**src/rtl/xcap_pkg.sv**
```systemverilog
package xcap_pkg;

   typedef enum logic [2:0] {
      XM_COMPAT  = 3'd0,
      XM_BYTE    = 3'd1,
      XM_PPFIFO  = 3'd2,
      XM_XFIFO   = 3'd3,
      XM_ADSTRB  = 3'd4,
      XM_RSVD    = 3'd5,
      XM_FTEST   = 3'd6,
      XM_CONFIG  = 3'd7
   } xmode_e;

   localparam logic [1:0] ST_SOME  = 2'b00;
   localparam logic [1:0] ST_EMPTY = 2'b01;
   localparam logic [1:0] ST_FULL  = 2'b10;

   localparam int unsigned OFS_DATA = 0;
   localparam int unsigned OFS_CFG  = 1;
   localparam int unsigned OFS_CTL  = 2;

   localparam int unsigned MODE_LSB = 5;
   localparam int unsigned MODE_W   = 3;

endpackage

```
**src/rtl/xcap_fifo.sv**
```systemverilog
module xcap_fifo #(
   parameter int unsigned DW    = 8,
   parameter int unsigned DEPTH = 2
) (
   input  logic          clk,
   input  logic          rst_n,
   input  logic          flush,
   input  logic          push,
   input  logic          pop,
   input  logic [DW-1:0] wdata,
   output logic [DW-1:0] head,
   output logic          empty_o,
   output logic          full_o
);

   localparam int unsigned PW   = (DEPTH > 1) ? $clog2(DEPTH) : 1;
   localparam bit          POW2 = ((1 << PW) == DEPTH);
   localparam logic [PW-1:0] LAST = PW'(DEPTH - 1);

   generate
      if (DEPTH < 2) begin : g_depth_bad
         $error("xcap_fifo: DEPTH must be at least 2");
      end
      if (DW < 1) begin : g_dw_bad
         $error("xcap_fifo: DW must be positive");
      end
   endgenerate

   logic [PW-1:0] wptr, rptr;
   logic [PW-1:0] w_nxt, r_nxt;
   logic          w_wrap;
   logic          push_ok, pop_ok;
   logic [DEPTH-1:0][DW-1:0] ent;

   assign push_ok = push && !full_o && !flush;
   assign pop_ok  = pop && !empty_o && !flush && !push;
   assign w_wrap  = (wptr == LAST);

   generate
      if (POW2) begin : g_wrap_nat
         assign w_nxt = wptr + 1'b1;
         assign r_nxt = rptr + 1'b1;
      end else begin : g_wrap_cmp
         assign w_nxt = (wptr == LAST) ? '0 : wptr + 1'b1;
         assign r_nxt = (rptr == LAST) ? '0 : rptr + 1'b1;
      end
   endgenerate

   generate
      for (genvar g = 0; g < DEPTH; g++) begin : g_ent
         logic [DW-1:0] q;
         always_ff @(posedge clk or negedge rst_n) begin
            if (!rst_n)
               q <= '0;
            else if (push_ok && (wptr == PW'(g)))
               q <= wdata;
         end
         assign ent[g] = q;
      end
   endgenerate

   assign head = ent[rptr];

   always_ff @(posedge clk or negedge rst_n) begin
      if (!rst_n) begin
         wptr    <= '0;
         rptr    <= '0;
         empty_o <= 1'b1;
         full_o  <= 1'b0;
      end else if (flush) begin
         wptr    <= '0;
         rptr    <= '0;
         empty_o <= 1'b1;
         full_o  <= 1'b0;
      end else if (push_ok) begin
         wptr    <= w_nxt;
         full_o  <= w_wrap;
         empty_o <= 1'b0;
      end else if (pop_ok) begin
         rptr    <= r_nxt;
         empty_o <= (r_nxt == wptr);
         full_o  <= 1'b0;
      end
   end


   flags_excl_chk: assert property (@(posedge clk) disable iff (!rst_n)
      !(full_o && empty_o));


   full_hold_chk: assert property (@(posedge clk) disable iff (!rst_n)
      (push && full_o && !flush) |=> (full_o && $stable(wptr)));


   empty_hold_chk: assert property (@(posedge clk) disable iff (!rst_n)
      (pop && !push && empty_o && !flush) |=> (empty_o && $stable(rptr)));


   flush_zero_chk: assert property (@(posedge clk) disable iff (!rst_n)
      flush |=> (empty_o && !full_o && wptr == '0 && rptr == '0));


   push_fill_chk: assert property (@(posedge clk) disable iff (!rst_n)
      (push && !full_o && !flush) |=> !empty_o);

endmodule

```
**src/rtl/xcap_mode_reg.sv**
```systemverilog
module xcap_mode_reg
   import xcap_pkg::*;
(
   input  logic       clk,
   input  logic       rst_n,
   input  logic       ctl_wr,
   input  logic [2:0] new_mode,
   output xmode_e     mode_q,
   output logic       flush_o
);

   assign flush_o = ctl_wr && (new_mode != mode_q);

   always_ff @(posedge clk or negedge rst_n) begin
      if (!rst_n)
         mode_q <= XM_COMPAT;
      else if (ctl_wr)
         mode_q <= xmode_e'(new_mode);
   end


   mode_hold_chk: assert property (@(posedge clk) disable iff (!rst_n)
      !ctl_wr |=> $stable(mode_q));


   mode_load_chk: assert property (@(posedge clk) disable iff (!rst_n)
      ctl_wr |=> (mode_q == $past(new_mode)));

endmodule

```
**src/rtl/xcap_rd_mux.sv**
```systemverilog
module xcap_rd_mux
   import xcap_pkg::*;
#(
   parameter int unsigned DW = 8,
   parameter int unsigned AW = 3
) (
   input  logic [AW-1:0] addr,
   input  logic          fifo_sel,
   input  logic [DW-1:0] data_q,
   input  logic [DW-1:0] cfg_q,
   input  logic [DW-1:0] head,
   input  xmode_e        mode,
   input  logic [1:0]    status,
   output logic [DW-1:0] rdata
);

   always_comb begin
      rdata = '1;
      if (addr == AW'(OFS_DATA)) begin
         rdata = fifo_sel ? head : data_q;
      end else if (addr == AW'(OFS_CFG)) begin
         rdata = cfg_q;
      end else if (addr == AW'(OFS_CTL)) begin
         rdata = '0;
         rdata[MODE_LSB +: MODE_W] = mode;
         rdata[1:0] = status;
      end
   end

endmodule

```
**src/rtl/xcap_regbank.sv**
```systemverilog
module xcap_regbank
   import xcap_pkg::*;
#(
   parameter int unsigned DW    = 8,
   parameter int unsigned AW    = 3,
   parameter int unsigned DEPTH = 2
) (
   input  logic          clk,
   input  logic          rst_n,
   input  logic          wr_en,
   input  logic          rd_en,
   input  logic [AW-1:0] addr,
   input  logic [DW-1:0] wdata,
   output logic [DW-1:0] rdata,
   output logic [2:0]    mode_o
);

   generate
      if (DW < 8) begin : g_dw_bad
         $error("xcap_regbank: DW must be at least 8");
      end
      if (AW < 2) begin : g_aw_bad
         $error("xcap_regbank: AW must be at least 2");
      end
   endgenerate

   logic          sel_data, sel_cfg, sel_ctl;
   logic          in_test;
   logic          push, pop, data_we, cfg_we, ctl_wr, flush;
   logic [DW-1:0] data_q, cfg_q, head;
   logic          f_empty, f_full;
   logic [1:0]    status;
   xmode_e        mode_q;

   assign sel_data = (addr == AW'(OFS_DATA));
   assign sel_cfg  = (addr == AW'(OFS_CFG));
   assign sel_ctl  = (addr == AW'(OFS_CTL));
   assign in_test  = (mode_q == XM_FTEST);

   assign push    = wr_en && sel_data && in_test;
   assign pop     = rd_en && sel_data && in_test;
   assign data_we = wr_en && sel_data && !in_test;
   assign cfg_we  = wr_en && sel_cfg;
   assign ctl_wr  = wr_en && sel_ctl;

   always_ff @(posedge clk or negedge rst_n) begin
      if (!rst_n) begin
         data_q <= '0;
         cfg_q  <= '0;
      end else begin
         if (data_we) data_q <= wdata;
         if (cfg_we)  cfg_q  <= wdata;
      end
   end

   xcap_mode_reg u_mode (
      .clk      (clk),
      .rst_n    (rst_n),
      .ctl_wr   (ctl_wr),
      .new_mode (wdata[MODE_LSB +: MODE_W]),
      .mode_q   (mode_q),
      .flush_o  (flush)
   );

   xcap_fifo #(.DW(DW), .DEPTH(DEPTH)) u_fifo (
      .clk     (clk),
      .rst_n   (rst_n),
      .flush   (flush),
      .push    (push),
      .pop     (pop),
      .wdata   (wdata),
      .head    (head),
      .empty_o (f_empty),
      .full_o  (f_full)
   );

   assign status = f_full ? ST_FULL : (f_empty ? ST_EMPTY : ST_SOME);

   xcap_rd_mux #(.DW(DW), .AW(AW)) u_mux (
      .addr     (addr),
      .fifo_sel (in_test),
      .data_q   (data_q),
      .cfg_q    (cfg_q),
      .head     (head),
      .mode     (mode_q),
      .status   (status),
      .rdata    (rdata)
   );

   assign mode_o = mode_q;


   hi_ones_chk: assert property (@(posedge clk) disable iff (!rst_n)
      (rd_en && addr > AW'(OFS_CTL)) |-> (rdata == '1));


   cfg_hold_chk: assert property (@(posedge clk) disable iff (!rst_n)
      !cfg_we |=> $stable(cfg_q));


   data_hold_chk: assert property (@(posedge clk) disable iff (!rst_n)
      (wr_en && sel_data && in_test) |=> $stable(data_q));

   // host issues one access per cycle
   one_access_chk: assert property (@(posedge clk) disable iff (!rst_n)
      !(wr_en && rd_en));

endmodule

```
**config.mk**
```make
export PLATFORM = sky130hd
export DESIGN_NAME = xcap_regbank
export DESIGN_NICKNAME = d
export VERILOG_FILES = /design/src/rtl/xcap_pkg.sv /design/src/rtl/xcap_fifo.sv /design/src/rtl/xcap_mode_reg.sv /design/src/rtl/xcap_rd_mux.sv /design/src/rtl/xcap_regbank.sv
export SDC_FILE = /design/constraint.sdc
export NUM_CORES = 1
export LEC_CHECK = 0
export ABC_AREA = 1
export BUFFER_PORTS_ARGS = -buffer_cell sky130_fd_sc_hd__buf_4
export CAP_MARGIN = 30
export CORE_MARGIN = 3
export CORE_UTILIZATION = 50
export DETAILED_ROUTE_END_ITERATION = 6
export PLACE_DENSITY = 0.82
export SYNTH_ARGS = -nofsm -noshare
export SYNTH_HDL_FRONTEND = slang
export SYNTH_SLANG_ARGS = --single-unit
export TNS_END_PERCENT = 10
```
**constraint.sdc**
```tcl
create_clock -name clk -period 3.6 [get_ports clk]
set_input_delay 0.72 -clock clk [delete_from_list [all_inputs] [get_ports clk]]
set_output_delay 0.72 -clock clk [all_outputs]
set_load 0.01 [all_outputs]
```
# Word-level counts from Yosys, hierarchy flattened
# Cells that the tools add are included.
totals:
  word_cells: 63
  reg_bits: 39
  inputBits: 15
  output_inout_bits: 11
classes:
  reduce_logical: 25
  add_sub_neg: 2
  mux: 19
  magnitude_cmp: 1
  bitwise: 1
  n_eq_ne: 6
ops:
  columns: ["op", "count"]
  rows:
  - ["$mux 8", 6]
  - ["$logic_and 1x1->1", 15]
  - ["$mux 1", 12]
  - ["$logic_not 1->1", 5]
  - ["$reduce_bool 2->1", 2]
  - ["$eq 3x1->1 const B", 1]
  - ["$eq 3x2->1 const B", 1]
  - ["$eq 3x3->1 const B", 1]
  - ["$logic_not 3->1", 1]
  - ["$ne 3x3->1", 1]
  - ["$reduce_bool 3->1", 1]
  - ["$add 1x1->1 const B", 2]
  - ["$lt 1x2->1 const B", 1]
  - ["$mux 2", 1]
  - ["$ne 2x1->1 const B", 1]
  - ["$reduce_and 2->1", 1]
  - ["$eq 1x1->1", 1]
  - ["$not 1->1", 1]

# Logic depth before layout (Yosys ltp)
# Gate-level depths: netlist of the first run.
depth:
  ltp_word: 9
  depth_mapped: 9
  ltp_nobuf: 8

# By module
# From an unflattened synthesis of the first run, not the netlist that was laid out.
unflattened:
  hier_cells: 321
  area_unflattened_um2: 2232.1
modules_own_cells:
  columns: ["module", "instances", "cells_per_inst", "area_each_um2", "seq_area_each_um2"]
  rows:
  - ["xcap_fifo", 1, 124, 930.9, 501.7]
  - ["xcap_regbank", 1, 90, 800.8, 400.4]
  - ["xcap_rd_mux", 1, 82, 335.3, 0.0]
  - ["xcap_mode_reg", 1, 25, 165.2, 75.1]

# Worst setup path before layout of the first run
# Ideal clock, no wire load.
synth_timing:
  kind: "input-to-output"
  startpoint: "input port addr[2]"
  endpoint: "output port rdata[5]"
  cell_stages: 6
  required_ps: 2880
  arrival_time_ps: 1514
  n_path_buf: 1
  path_slack_ps: 1366
  path_cell_list: "inv_2 -> nand2_2 -> nor2_2 -> buf_4 -> inv_1 -> o21ai_0"
synth_between:
  elab_chain_cells: 4
  word_cells_on_any_way: 6
  cone_classes: "eq/ne: 2; mux: 3; reduce/logical: 1"
synth_lines:
  columns: ["element", "line", "rtl"]
  rows:
  - ["start: declaration", "xcap_regbank.sv:12", "input logic [AW-1:0] addr,"]
  - ["$eq 3x2->1", "xcap_rd_mux.sv:23", "end else if (addr == AW'(OFS_CTL)) begin"]
  - ["$mux 8", "xcap_rd_mux.sv:23", null]
  - ["$mux 8", "xcap_rd_mux.sv:21", "end else if (addr == AW'(OFS_CFG)) begin"]
  - ["$mux 8 *", "xcap_rd_mux.sv:19", "if (addr == AW'(OFS_DATA)) begin"]
  - ["end: declaration", "xcap_regbank.sv:14", "output logic [DW-1:0] rdata,"]
# Mark *: on every way between the ends. The rest lies on a longest branch, timed or not.

# Worst setup path after layout of the first run
layout_timing:
  startpoint: "input port addr[2]"
  endpoint: "output port rdata[4]"
# Same word-level chain as after synthesis.

==> results of run 1 <==
## power groups by stage
stage                     clock network [mW]  logic (mW)  registers [mW]
after floorplan                            0       0.182           0.591
after CTS                              0.276       0.266           0.608
after global routing                   0.296       0.305           0.621
final                                  0.271       0.263           0.608
after global placement                     0       0.255           0.610
after detailed placement                   0       0.265           0.615
## area by class of cell
cell class,instances,area [um2]
clock buffer,6,72.57
timing repair buffer,25,187.7
multi-input combinational,166,810.8
inverter,29,108.9
sequential,39,977.2
tap,48,60.06
fill,360,1499
## per-layer routing
layer,vias to the layer above,routed length [um],track usage
met5,-,0,0
met4,0,30,0.05211
met3,4,243,0.05911
met2,49,2087,0.3562
met1,800,2057,0.2951
li1,826,-,-
## registers in the layout (all words and copies together) (netlist names)
| name | count |
|---|---|
| cfg_q | 8 |
| data_q | 8 |
| u_fifo.empty_o | 1 |
| u_fifo.full_o | 1 |
| u_fifo.g_ent.q | 16 |
| u_fifo.rptr | 1 |
| u_fifo.w_wrap | 1 |
| u_mode.mode_q | 3 |
## stage by stage
stage	hold slack (ps)	cell area, um2	utilization
after floorplan	424.4	1942	-
after global placement	453.9	2145	0.5771
after detailed placement	463.1	2145	0.5771
after CTS	411.5	2217	0.5966
after global routing	423.6	2217	0.5966
final	387.3	2217	0.5966
## worst register-to-register path: stages (launching register included)
cell	delay (ps)
sky130_fd_sc_hd__dfrtp_1	450
sky130_fd_sc_hd__nand2_1	120
sky130_fd_sc_hd__nor2_4	330
sky130_fd_sc_hd__nand4_4	240
sky130_fd_sc_hd__nor2_4	290
sky130_fd_sc_hd__inv_2	150
sky130_fd_sc_hd__nand2_1	90
sky130_fd_sc_hd__nand2_1	50
## layout by cell type, fill, tap and decap left out
cell type                  instances
sky130_fd_sc_hd__a21oi_2           1
sky130_fd_sc_hd__inv_2             2
sky130_fd_sc_hd__nand2_1          71
sky130_fd_sc_hd__mux2_2            1
sky130_fd_sc_hd__nor2_4            4
sky130_fd_sc_hd__o22ai_1           4
sky130_fd_sc_hd__nand2_2           2
sky130_fd_sc_hd__nand4_1           2
sky130_fd_sc_hd__o221ai_1          2
sky130_fd_sc_hd__nor2_2            1
sky130_fd_sc_hd__nor2_1           17
sky130_fd_sc_hd__clkbuf_1          1
sky130_fd_sc_hd__buf_4            25
sky130_fd_sc_hd__o211ai_1          2
sky130_fd_sc_hd__o21a_1            1
sky130_fd_sc_hd__xor2_1            1
sky130_fd_sc_hd__dfrtp_1          38
sky130_fd_sc_hd__clkbuf_8          5
sky130_fd_sc_hd__a22oi_1           1
sky130_fd_sc_hd__nand3_1           5
sky130_fd_sc_hd__inv_1            27
sky130_fd_sc_hd__nor3b_1           1
sky130_fd_sc_hd__dfstp_2           1
sky130_fd_sc_hd__a21oi_1           9
sky130_fd_sc_hd__xnor2_1           1
sky130_fd_sc_hd__o21ai_0          38
sky130_fd_sc_hd__nand4_4           1
sky130_fd_sc_hd__o21ai_1           1
## path summary, 6_finish.rpt
check | depth (start not counted) | end | slack [ps]
worst max-delay path | 7 | rdata[4] | 900
worst min-delay path | 1 | u_fifo.g_ent[0].q[6]$_DFFE_PN0P_ | 390
worst max register to register | 7 | u_fifo.g_ent[1].q[2]$_DFFE_PN0P_ | 1780
worst min register to register | 2 | u_fifo.g_ent[1].q[1]$_DFFE_PN0P_ | 470
max in group asynchronous | 1 | u_fifo.empty_o$_DFFE_PN1P_ | 2850
min in group clk | 2 | u_fifo.g_ent[1].q[1]$_DFFE_PN0P_ | 470
## logic make-up after synthesis
kind of cell | Yosys count
compound gates | 59
simple gates | 104
mux | 1
xor+xnor | 2
buf+inv | 36
flops | 39
==> impl_results.rst, run 1 <==
.. list-table::
   :header-rows: 1

   * - Metric
     - Value
   * - Count of endpoints failing setup in the final report
     - 0
   * - RSZ-0062 raised after global routing
     - false
   * - Origin of the worst setup path
     - addr[2]
   * - Proportion of netlist area held by the largest area contributor
     - 0.4897
   * - Layout area overhead
     - 14.18%
   * - Worst reg2reg path startpoint
     - u_mode.mode_q[1]$_DFFE_PN0P_
   * - Via-per-instance ratio
     - around 5.4
   * - Final worst setup slack
     - ~900 ps
   * - Final-stage net count
     - around 280
   * - Layout cells sized above 1
     - 0.1623
   * - Largest fanout of any net on the critical path
     - 11
   * - Maximum frequency from static timing analysis
     - roughly 370 MHz
   * - Synth Area in Adders
     - 0
   * - Core Region
     - between 0.003 and 0.004 mm2
   * - Top cells by instance count after synthesis
     - sky130_fd_sc_hd__nand2_1 (71), sky130_fd_sc_hd__dfrtp_1 (38), sky130_fd_sc_hd__o21ai_0 (38)
   * - Number of flip-flops and latches in the synthesized netlist
     - 39
   * - Bufs on Longest Clock Path
     - 2
   * - Number of synthesized flops with an enable pin
     - 0
   * - Resize count post-CTS
     - 0
   * - Clock latency on the worst-skew pair
     - 290 ps
   * - Top Family by Delay on Critical Path
     - simple AND/OR/NAND/NOR gates
   * - I/O Pins
     - 26
   * - Switching power of the nets
     - 362.7 uW
   * - Initial core utilization
     - 0.5226
   * - Count of synthesis-stage warnings from yosys
     - 0
   * - Synthesized net count
     - 256
   * - Number of placement rows
     - 22
   * - Post-synthesis compound-gate area fraction
     - 0.1656
   * - Portion of total power attributed to the clock network
     - 0.237
   * - Diodes inserted
     - 0
   * - TritonCTS sink count
     - 39
   * - Lkg Pwr
     - ~1.1 nW
   * - Post-placement setup slack
     - between 900 and 1000 ps
   * - Number of buffers inserted by hold repair at cts
     - 0
   * - Xor-xnor portion of the synthesized cell area
     - 0.009021
   * - Max Transition Viols Final
     - 0
   * - Total power
     - approximately 1.1 mW
   * - VDD IR max
     - roughly 0.00030 V
   * - Initial antenna violation count
     - 0
   * - Total die area
     - roughly 0.0047 mm2
   * - Share of cell area taken by muxes after synthesis
     - 0.005799
   * - Normalized max-slew margin
     - 0.6572
   * - Post-CTS setup buffers
     - 0
   * - Cell variety after synth
     - 28
   * - Buffer type at the clock tree root
     - sky130_fd_sc_hd__clkbuf_8
   * - Cells after DPL
     - between 300 and 400
   * - CTS tree
     - yes
   * - Worst endpoint data arrival time
     - 1980 ps
   * - Post-synthesis instance area
     - 0.001942 mm2
   * - Layout Cells excl Fill
     - approximately 310
   * - Seq/Total Area, Yosys
     - 0.5032
   * - Ys async rst share
     - 1.000
   * - Class of the tightest hold or removal check
     - in -> async
   * - Vias in the first global route
     - around 1600
   * - Total number of vias
     - approximately 1700
   * - First-pass GRT wire length
     - ~7600 um
   * - Outcome
     - completed
   * - GPL Wtd Cong
     - ~0.84
   * - Gate count after technology mapping
     - roughly 240
   * - Internal
     - between 700 and 800 uW
   * - WP buf/inv
     - 3
   * - Slowest stage cell on the critical path
     - sky130_fd_sc_hd__nor2_2
   * - Library cell occupying the most area in the post-synthesis netlist
     - sky130_fd_sc_hd__dfrtp_1
   * - Pin count of the biggest net entering global routing
     - 40
   * - P per Cell Area
     - between 500 and 600 mW/mm2
   * - Die width
     - between 60 and 70 um
   * - Syn_area_per_cell
     - around 8 um2
   * - Top cells by area in the synthesized netlist
     - sky130_fd_sc_hd__dfrtp_1 (49%), sky130_fd_sc_hd__nand2_1 (14%), sky130_fd_sc_hd__o21ai_0 (9.8%)
   * - Height of the die
     - between 60 and 70 um
   * - Element type at the critical path end
     - output pin
   * - Measured slew at the worst slew-check pin
     - roughly 510 ps
   * - Detailed-router iteration count before antenna repair
     - 4
   * - Total global routing overflow
     - 0
   * - Hold Violations, Final
     - 0
   * - Critical path class
     - in -> out
   * - Worst-path clk slew
     - about 70 ps
   * - Post-route setup TNS
     - 0 ps
   * - Fin Clk Skew
     - approximately 4.3 ps
   * - Drt wl/cell
     - 14.12 um
   * - Simple-gate share of the synthesized area
     - 0.2371
   * - Max-cap violation count
     - 0
   * - Count of buffers inserted at the top-level ports
     - 25
   * - Launching element type of the critical path
     - input pin
   * - Worst EP required
     - around 2900 ps
   * - Half-perimeter wire length after placement
     - 3184 um
   * - Period utilisation layout
     - 0.7504
   * - DRT Wirelength
     - ~4400 um
   * - CTS Buf Count
     - 5
   * - Number of DRC markers in iteration 0
     - ~120
   * - Dominant synthesized flop cell
     - sky130_fd_sc_hd__dfrtp_1
   * - Switching fraction of total power
     - 0.3177
   * - Combinational power share
     - 0.230
   * - DRT antenna net count
     - 0
   * - Main combinational cell family by area after synthesis
     - simple AND/OR/NAND/NOR gates
   * - Tot GR Track Use
     - 0.2207
   * - Number of H-tree levels
     - 2
   * - Remaining DRCs
     - 0
   * - Period minus WS final
     - between 2000 and 3000 ps
   * - Part of the total power dissipated in sequential elements
     - 0.533
   * - Crit-path cells
     - buf_4, inv_2, nand2_2, nor2_2, o21ai_0, o21ai_0, buf_4
   * - Worst path max stage delay
     - 390 ps
   * - Most numerous cell in the Yosys netlist
     - sky130_fd_sc_hd__nand2_1
Power figures use the tool's default switching activity.
==> run 2, diff against run 1 <==
==> constraint.sdc (replaced) <==
create_clock -name clk -period 2.7 [get_ports clk]
set_input_delay 0.54 -clock clk [delete_from_list [all_inputs] [get_ports clk]]
set_output_delay 0.54 -clock clk [all_outputs]
set_load 0.01 [all_outputs]
==> run 2 against run 1 <==
Compared with the run above:
- wire length barely moved
- sequential power is 33% higher
- final cell count rose by 0.64%
- non-clock buffer count did not move
- register-to-register slack got worse by 930 ps
==> impl_results.rst, run 2 (synthesis results as in run 1) <==
.. list-table::
   :header-rows: 1

   * - Metric
     - Value
   * - Number of DRC markers in iteration 0
     - approximately 130
   * - Layout area overhead
     - 15.59%
   * - Via-per-instance ratio
     - between 5 and 6
   * - DRT antenna net count
     - 0
   * - Remaining DRCs
     - 0
   * - Initial core utilization
     - 0.5226
   * - Count of buffers inserted at the top-level ports
     - 25
   * - Post-CTS setup buffers
     - 0
   * - Initial antenna violation count
     - 0
   * - Height of the die
     - just under 70 um
   * - Total global routing overflow
     - 0
   * - Number of placement rows
     - 22
   * - Leading cell types in the layout, fill and taps excluded
     - sky130_fd_sc_hd__nand2_1 (71), sky130_fd_sc_hd__o21ai_0 (38), sky130_fd_sc_hd__dfrtp_1 (38)
   * - TritonCTS sink count
     - 39
   * - Internal
     - between 1 and 1.5 mW
   * - CTS Buf Count
     - 5
   * - Die width
     - just under 70 um
   * - Largest fanout of any net on the critical path
     - 14
   * - RSZ-0062 raised after global routing
     - false
   * - Core utilization of the finished layout
     - 0.6040
   * - GPL Wtd Cong
     - between 0.8 and 0.9
   * - Launching element type of the critical path
     - flop
   * - P per Cell Area
     - approximately 710 mW/mm2
   * - Lkg Pwr
     - ~1.1 nW
   * - Hold Violations, Final
     - 0
   * - I/O Pins
     - 26
   * - Cells after DPL
     - between 300 and 400
   * - Period minus WS final
     - about 2400 ps
   * - Worst EP required
     - 2160 ps
   * - Register with the highest flop count
     - u_fifo.g_ent.q
   * - Bufs on Longest Clock Path
     - 2
   * - Total die area
     - roughly 0.0047 mm2
   * - DRT Wirelength
     - around 4400 um
   * - Layout cells sized above 1
     - 0.1685
   * - Outcome
     - completed
   * - Portion of total power attributed to the clock network
     - 0.268
   * - Worst-path clk slew
     - about 70 ps
   * - Total number of vias
     - ~1700
   * - Critical path class
     - reg -> out
   * - CTS tree
     - yes
   * - Fin Clk Skew
     - 4.402 ps
   * - Measured slew at the worst slew-check pin
     - 506.7 ps
   * - Most common library cell in the layout ignoring fill and taps
     - sky130_fd_sc_hd__nand2_1
   * - Pin count of the biggest net entering global routing
     - 40
   * - Number of buffers inserted by hold repair at cts
     - 0
   * - Normalized max-slew margin
     - 0.6622
   * - Number of H-tree levels
     - 2
   * - Class of the tightest hold or removal check
     - in -> async
   * - Part of the total power dissipated in sequential elements
     - 0.510
   * - Worst endpoint data arrival time
     - about 1900 ps
   * - Detailed-router iteration count before antenna repair
     - 4
   * - Half-perimeter wire length after placement
     - between 3000 and 4000 um
   * - Drt wl/cell
     - around 14 um
   * - Diodes inserted
     - 0
   * - Post-route setup TNS
     - 0 ps
   * - Element type at the critical path end
     - output pin
   * - Largest registers
     - u_fifo.g_ent.q x16, cfg_q x8, data_q x8
   * - Final-stage net count
     - 281
   * - Clock latency on the worst-skew pair
     - 280 ps
   * - Switching fraction of total power
     - 0.3082
   * - Switching power of the nets
     - between 400 and 500 uW
   * - Tot GR Track Use
     - 0.2224
   * - Resize count post-CTS
     - 0
   * - Count of endpoints failing setup in the final report
     - 0
   * - Vias in the first global route
     - between 1500 and 2000
   * - Maximum frequency from static timing analysis
     - about 410 MHz
   * - Layout Cells excl Fill
     - roughly 320
   * - Period utilisation layout
     - 0.8943
   * - Max-cap violation count
     - 0
   * - Number of flip-flops in the largest register
     - 16
   * - Max Transition Viols Final
     - 0
   * - Core Region
     - approximately 0.0037 mm2
   * - VDD IR max
     - ~0.00042 V
   * - First-pass GRT wire length
     - ~7700 um
   * - Buffer type at the clock tree root
     - sky130_fd_sc_hd__clkbuf_8
   * - Combinational power share
     - 0.222
## run 2: final timing paths
path | cells after the start | endpoint | from | slack [ps]
max | 6 | rdata[2] | u_mode.mode_q[1]$_DFFE_PN0P_ | 290
min reg2reg | 2 | u_fifo.g_ent[1].q[0]$_DFFE_PN0P_ | u_fifo.g_ent[1].q[0]$_DFFE_PN0P_ | 480
min in group clk | 2 | u_fifo.g_ent[1].q[0]$_DFFE_PN0P_ | u_fifo.g_ent[1].q[0]$_DFFE_PN0P_ | 480
max in group asynchronous | 1 | u_fifo.empty_o$_DFFE_PN1P_ | rst_n | 2120
max reg2reg | 7 | u_fifo.g_ent[1].q[2]$_DFFE_PN0P_ | u_mode.mode_q[1]$_DFFE_PN0P_ | 850
min | 1 | u_fifo.g_ent[0].q[6]$_DFFE_PN0P_ | rst_n | 210
## run 2: worst max-delay path, cell delays in order (launching register included)
cell                      delay, ps
sky130_fd_sc_hd__dfrtp_1        460
sky130_fd_sc_hd__nand2_1        120
sky130_fd_sc_hd__nor2_4         330
sky130_fd_sc_hd__inv_1          230
sky130_fd_sc_hd__nor2_1         150
sky130_fd_sc_hd__o21ai_0        130
sky130_fd_sc_hd__buf_4          170
## run 2: stage by stage
step	instance area, um2	worst slack (ps)	power (mW)	hold slack (ps)
final	2245	285.5	1.589	213.8
after global routing	2245	123.9	1.702	246.0
after CTS	2245	288.6	1.599	233.6
after detailed placement	2145	402.1	1.174	463.1
after global placement	2145	459.4	1.154	453.9
after floorplan	1942	820.9	1.030	244.4
## run 2: layer usage
layer / vias to the layer above / share of wire / GRT usage
met5: - / 0 / 0
met4: 0 / 0.0093 / 0.04218
met3: 7 / 0.050 / 0.05583
met2: 55 / 0.49 / 0.3670
met1: 834 / 0.45 / 0.2972
li1: 828 / - / -
## run 2: area by class of cell
class	count	area (um2)
fill	356	1471
multi-input combinational	166	810.8
tap	48	60.06
inverter	29	108.9
timing repair buffer	25	187.7
sequential	39	977.2
clock buffer	8	100.1
## run 2: power by group through the flow
stage	combinational, mW	sequential [mW]	clock, mW
floorplan	0.242	0.787	0
global placement	0.340	0.814	0
detailed placement	0.354	0.820	0
CTS	0.356	0.809	0.434
global route	0.410	0.827	0.464
finish	0.353	0.810	0.426
==> run 3, diff against run 2 <==
--- a/config.mk
+++ b/config.mk
@@ -10,8 +10,9 @@
 export CAP_MARGIN = 30
 export CORE_MARGIN = 3
 export CORE_UTILIZATION = 50
+export CTS_BUF_LIST = sky130_fd_sc_hd__clkbuf_4 sky130_fd_sc_hd__clkbuf_8
 export DETAILED_ROUTE_END_ITERATION = 6
-export PLACE_DENSITY = 0.82
+export PLACE_DENSITY = 0.71
 export SYNTH_ARGS = -nofsm -noshare
 export SYNTH_HDL_FRONTEND = slang
 export SYNTH_SLANG_ARGS = --single-unit
==> run 3 against run 2 <==
Compared with the run above:
- sequential share of layout area rose by 0.073 points
- flip-flop and latch count did not move
- first-iteration DRC count fell by 31%
- register-to-register slack barely moved
- non-clock buffer count rose by 1
- core utilization fell by 0.10 points
- highest routed layer unchanged
==> impl_results.rst, run 3 (synthesis results as in run 1) <==
.. list-table::
   :header-rows: 1

   * - Metric
     - Value
   * - Outcome
     - completed
   * - First-pass GRT wire length
     - ~7300 um
   * - GPL Wtd Cong
     - 0.8410
   * - P per Cell Area
     - a little over 700 mW/mm2
   * - Worst EP required
     - 2160 ps
   * - Critical path class
     - in -> out
   * - Pin count of the biggest net entering global routing
     - 40
   * - Layout area overhead
     - 15.40%
   * - Largest registers
     - u_fifo.g_ent.q x16, cfg_q x8, data_q x8
   * - Resize count post-CTS
     - 0
   * - Element type at the critical path end
     - output pin
   * - Normalized max-slew margin
     - 0.6507
   * - Vias in the first global route
     - around 1500
   * - Finished layout cell area
     - ~0.0022 mm2
   * - Core utilization of the finished layout
     - 0.6030
   * - Launching element type of the critical path
     - input pin
   * - Reg-to-reg endpoint
     - u_fifo.g_ent[1].q[3]$_DFFE_PN0P_
   * - Total die area
     - 0.004668 mm2
   * - Tot GR Track Use
     - 0.2193
   * - Number of flip-flops in the largest register
     - 16
   * - Maximum frequency from static timing analysis
     - approximately 440 MHz
   * - Count of buffers inserted at the top-level ports
     - 25
   * - Origin of the worst setup path
     - addr[2]
   * - Leading cell types in the layout, fill and taps excluded
     - sky130_fd_sc_hd__nand2_1 (71), sky130_fd_sc_hd__o21ai_0 (38), sky130_fd_sc_hd__dfrtp_1 (38)
   * - Worst-case register-to-register setup slack
     - approximately 850 ps
   * - Drt wl/cell
     - about 14 um
   * - Max-cap violation count
     - 0
   * - Hold Violations, Final
     - 0
   * - Core Region
     - between 0.003 and 0.004 mm2
   * - Worst-path clk slew
     - 70 ps
   * - DRT Wirelength
     - roughly 4500 um
   * - VDD IR max
     - approximately 0.00043 V
   * - Height of the die
     - 68.32 um
   * - Final-stage net count
     - between 200 and 300
   * - I/O Pins
     - 26
   * - Period minus WS final
     - 2297 ps
   * - RSZ-0062 raised after global routing
     - false
   * - Total power
     - 1.577 mW
   * - TritonCTS sink count
     - 39
   * - Worst reg2reg path startpoint
     - u_mode.mode_q[1]$_DFFE_PN0P_
   * - Setup crit end
     - rdata[6]
   * - Measured slew at the worst slew-check pin
     - between 500 and 600 ps
   * - CTS tree
     - yes
   * - Max Transition Viols Final
     - 0
   * - Half-perimeter wire length after placement
     - 3244 um
   * - Number of placement rows
     - 22
   * - Count of endpoints failing setup in the final report
     - 0
   * - Initial core utilization
     - 0.5226
   * - Most common library cell in the layout ignoring fill and taps
     - sky130_fd_sc_hd__nand2_1
   * - Layout cells sized above 1
     - 0.1754
   * - Bufs on Longest Clock Path
     - 2
   * - Detailed-router iteration count before antenna repair
     - 6
   * - Via-per-instance ratio
     - approximately 5.2
   * - Clock latency on the worst-skew pair
     - 300 ps
   * - Total global routing overflow
     - 0
   * - Number of DRC markers in iteration 0
     - 87
   * - Die width
     - just under 70 um
   * - Initial antenna violation count
     - 0
   * - Largest fanout of any net on the critical path
     - 11
   * - Post-route setup TNS
     - 0 ps
   * - Class of the tightest hold or removal check
     - in -> async
   * - Post-CTS setup buffers
     - 0
   * - Remaining DRCs
     - 0
   * - Diodes inserted
     - 0
   * - Worst endpoint data arrival time
     - 1760 ps
   * - Total number of vias
     - approximately 1600
   * - CTS Buf Count
     - 5
   * - Buffer type at the clock tree root
     - sky130_fd_sc_hd__clkbuf_8
   * - Total cell area at the placement stage
     - 0.002152 mm2
   * - Register with the highest flop count
     - u_fifo.g_ent.q
   * - Worst reg-to-reg path cell count
     - 8
   * - DRT antenna net count
     - 0
   * - Lkg Pwr
     - roughly 1.1 nW
   * - Period utilisation layout
     - 0.8507
   * - Number of fill cells
     - 383
   * - Fin Clk Skew
     - 3.200 ps
   * - Number of H-tree levels
     - 2
   * - Number of buffers inserted by hold repair at cts
     - 0
==> run 3: cell types whose count changed in the layout (fill, tap and decap cells not counted) <==
cell	before	now
sky130_fd_sc_hd__clkbuf_4	0	2
sky130_fd_sc_hd__buf_4	25	26
sky130_fd_sc_hd__clkbuf_1	1	0
sky130_fd_sc_hd__clkbuf_8	7	5
sky130_fd_sc_hd__clkinv_2	0	1
==> run 3: worst min-delay path by stage <==
stage                                     start                                to  slack (ps)  cells past startpoint
6_report                                  rst_n  u_fifo.g_ent[1].q[7]$_DFFE_PN0P_         210                      1
2_1_floorplan                             rst_n              cfg_q[0]$_DFFE_PN0P_         240                      0
3_3_place_gp   u_fifo.g_ent[1].q[2]$_DFFE_PN0P_  u_fifo.g_ent[1].q[2]$_DFFE_PN0P_         450                      2
3_5_place_dp   u_fifo.g_ent[1].q[2]$_DFFE_PN0P_  u_fifo.g_ent[1].q[2]$_DFFE_PN0P_         460                      2
5_1_grt                                   rst_n  u_fifo.g_ent[0].q[7]$_DFFE_PN0P_         230                      1
4_1_cts                                   rst_n              cfg_q[6]$_DFFE_PN0P_         220                      1
==> run 3: per-layer routing <==
layer,vias up,share of wire,track usage
met5,-,0,0
met2,33,0.48,0.3514
met3,10,0.037,0.04598
met4,0,0.021,0.09677
li1,827,-,-
met1,774,0.47,0.2847
==> run 3: worst max-delay path, stage by stage <==
cell and delay [ps]:
sky130_fd_sc_hd__buf_4 110, sky130_fd_sc_hd__inv_2 60, sky130_fd_sc_hd__nand2_2 90, sky130_fd_sc_hd__nor2_2 390, sky130_fd_sc_hd__inv_1 170, sky130_fd_sc_hd__a21oi_1 150, sky130_fd_sc_hd__a22oi_1 80, sky130_fd_sc_hd__buf_4 160
==> run 3: through the flow <==
stage,setup slack [ps],cells,hold slack [ps]
after floorplan,820.9,241,244.4
after global placement,456.1,308,454.3
after detailed placement,421.8,308,459.0
after CTS,416.3,316,220.7
after global routing,261.6,316,234.5
final,403.1,316,206.3
==> run 3: layout make-up <==
cell class              instances  area, um2  share of cell area
repair buffers                 26      195.2             0.08710
flip-flops and latches         39      977.2              0.4361
clock inverters                 1      5.005            0.002233
multi-input cells             166      810.8              0.3618
clock buffers                   7      83.83             0.03741
well taps                      48      60.06             0.02680
inverters                      29      108.9             0.04858
==> run 3: where the power goes <==
part	leakage, nW	internal, mW	switching [mW]
combinational	0.575	0.150	0.211
sequential	0.470	0.720	0.0896
clock	0.0491	0.201	0.206
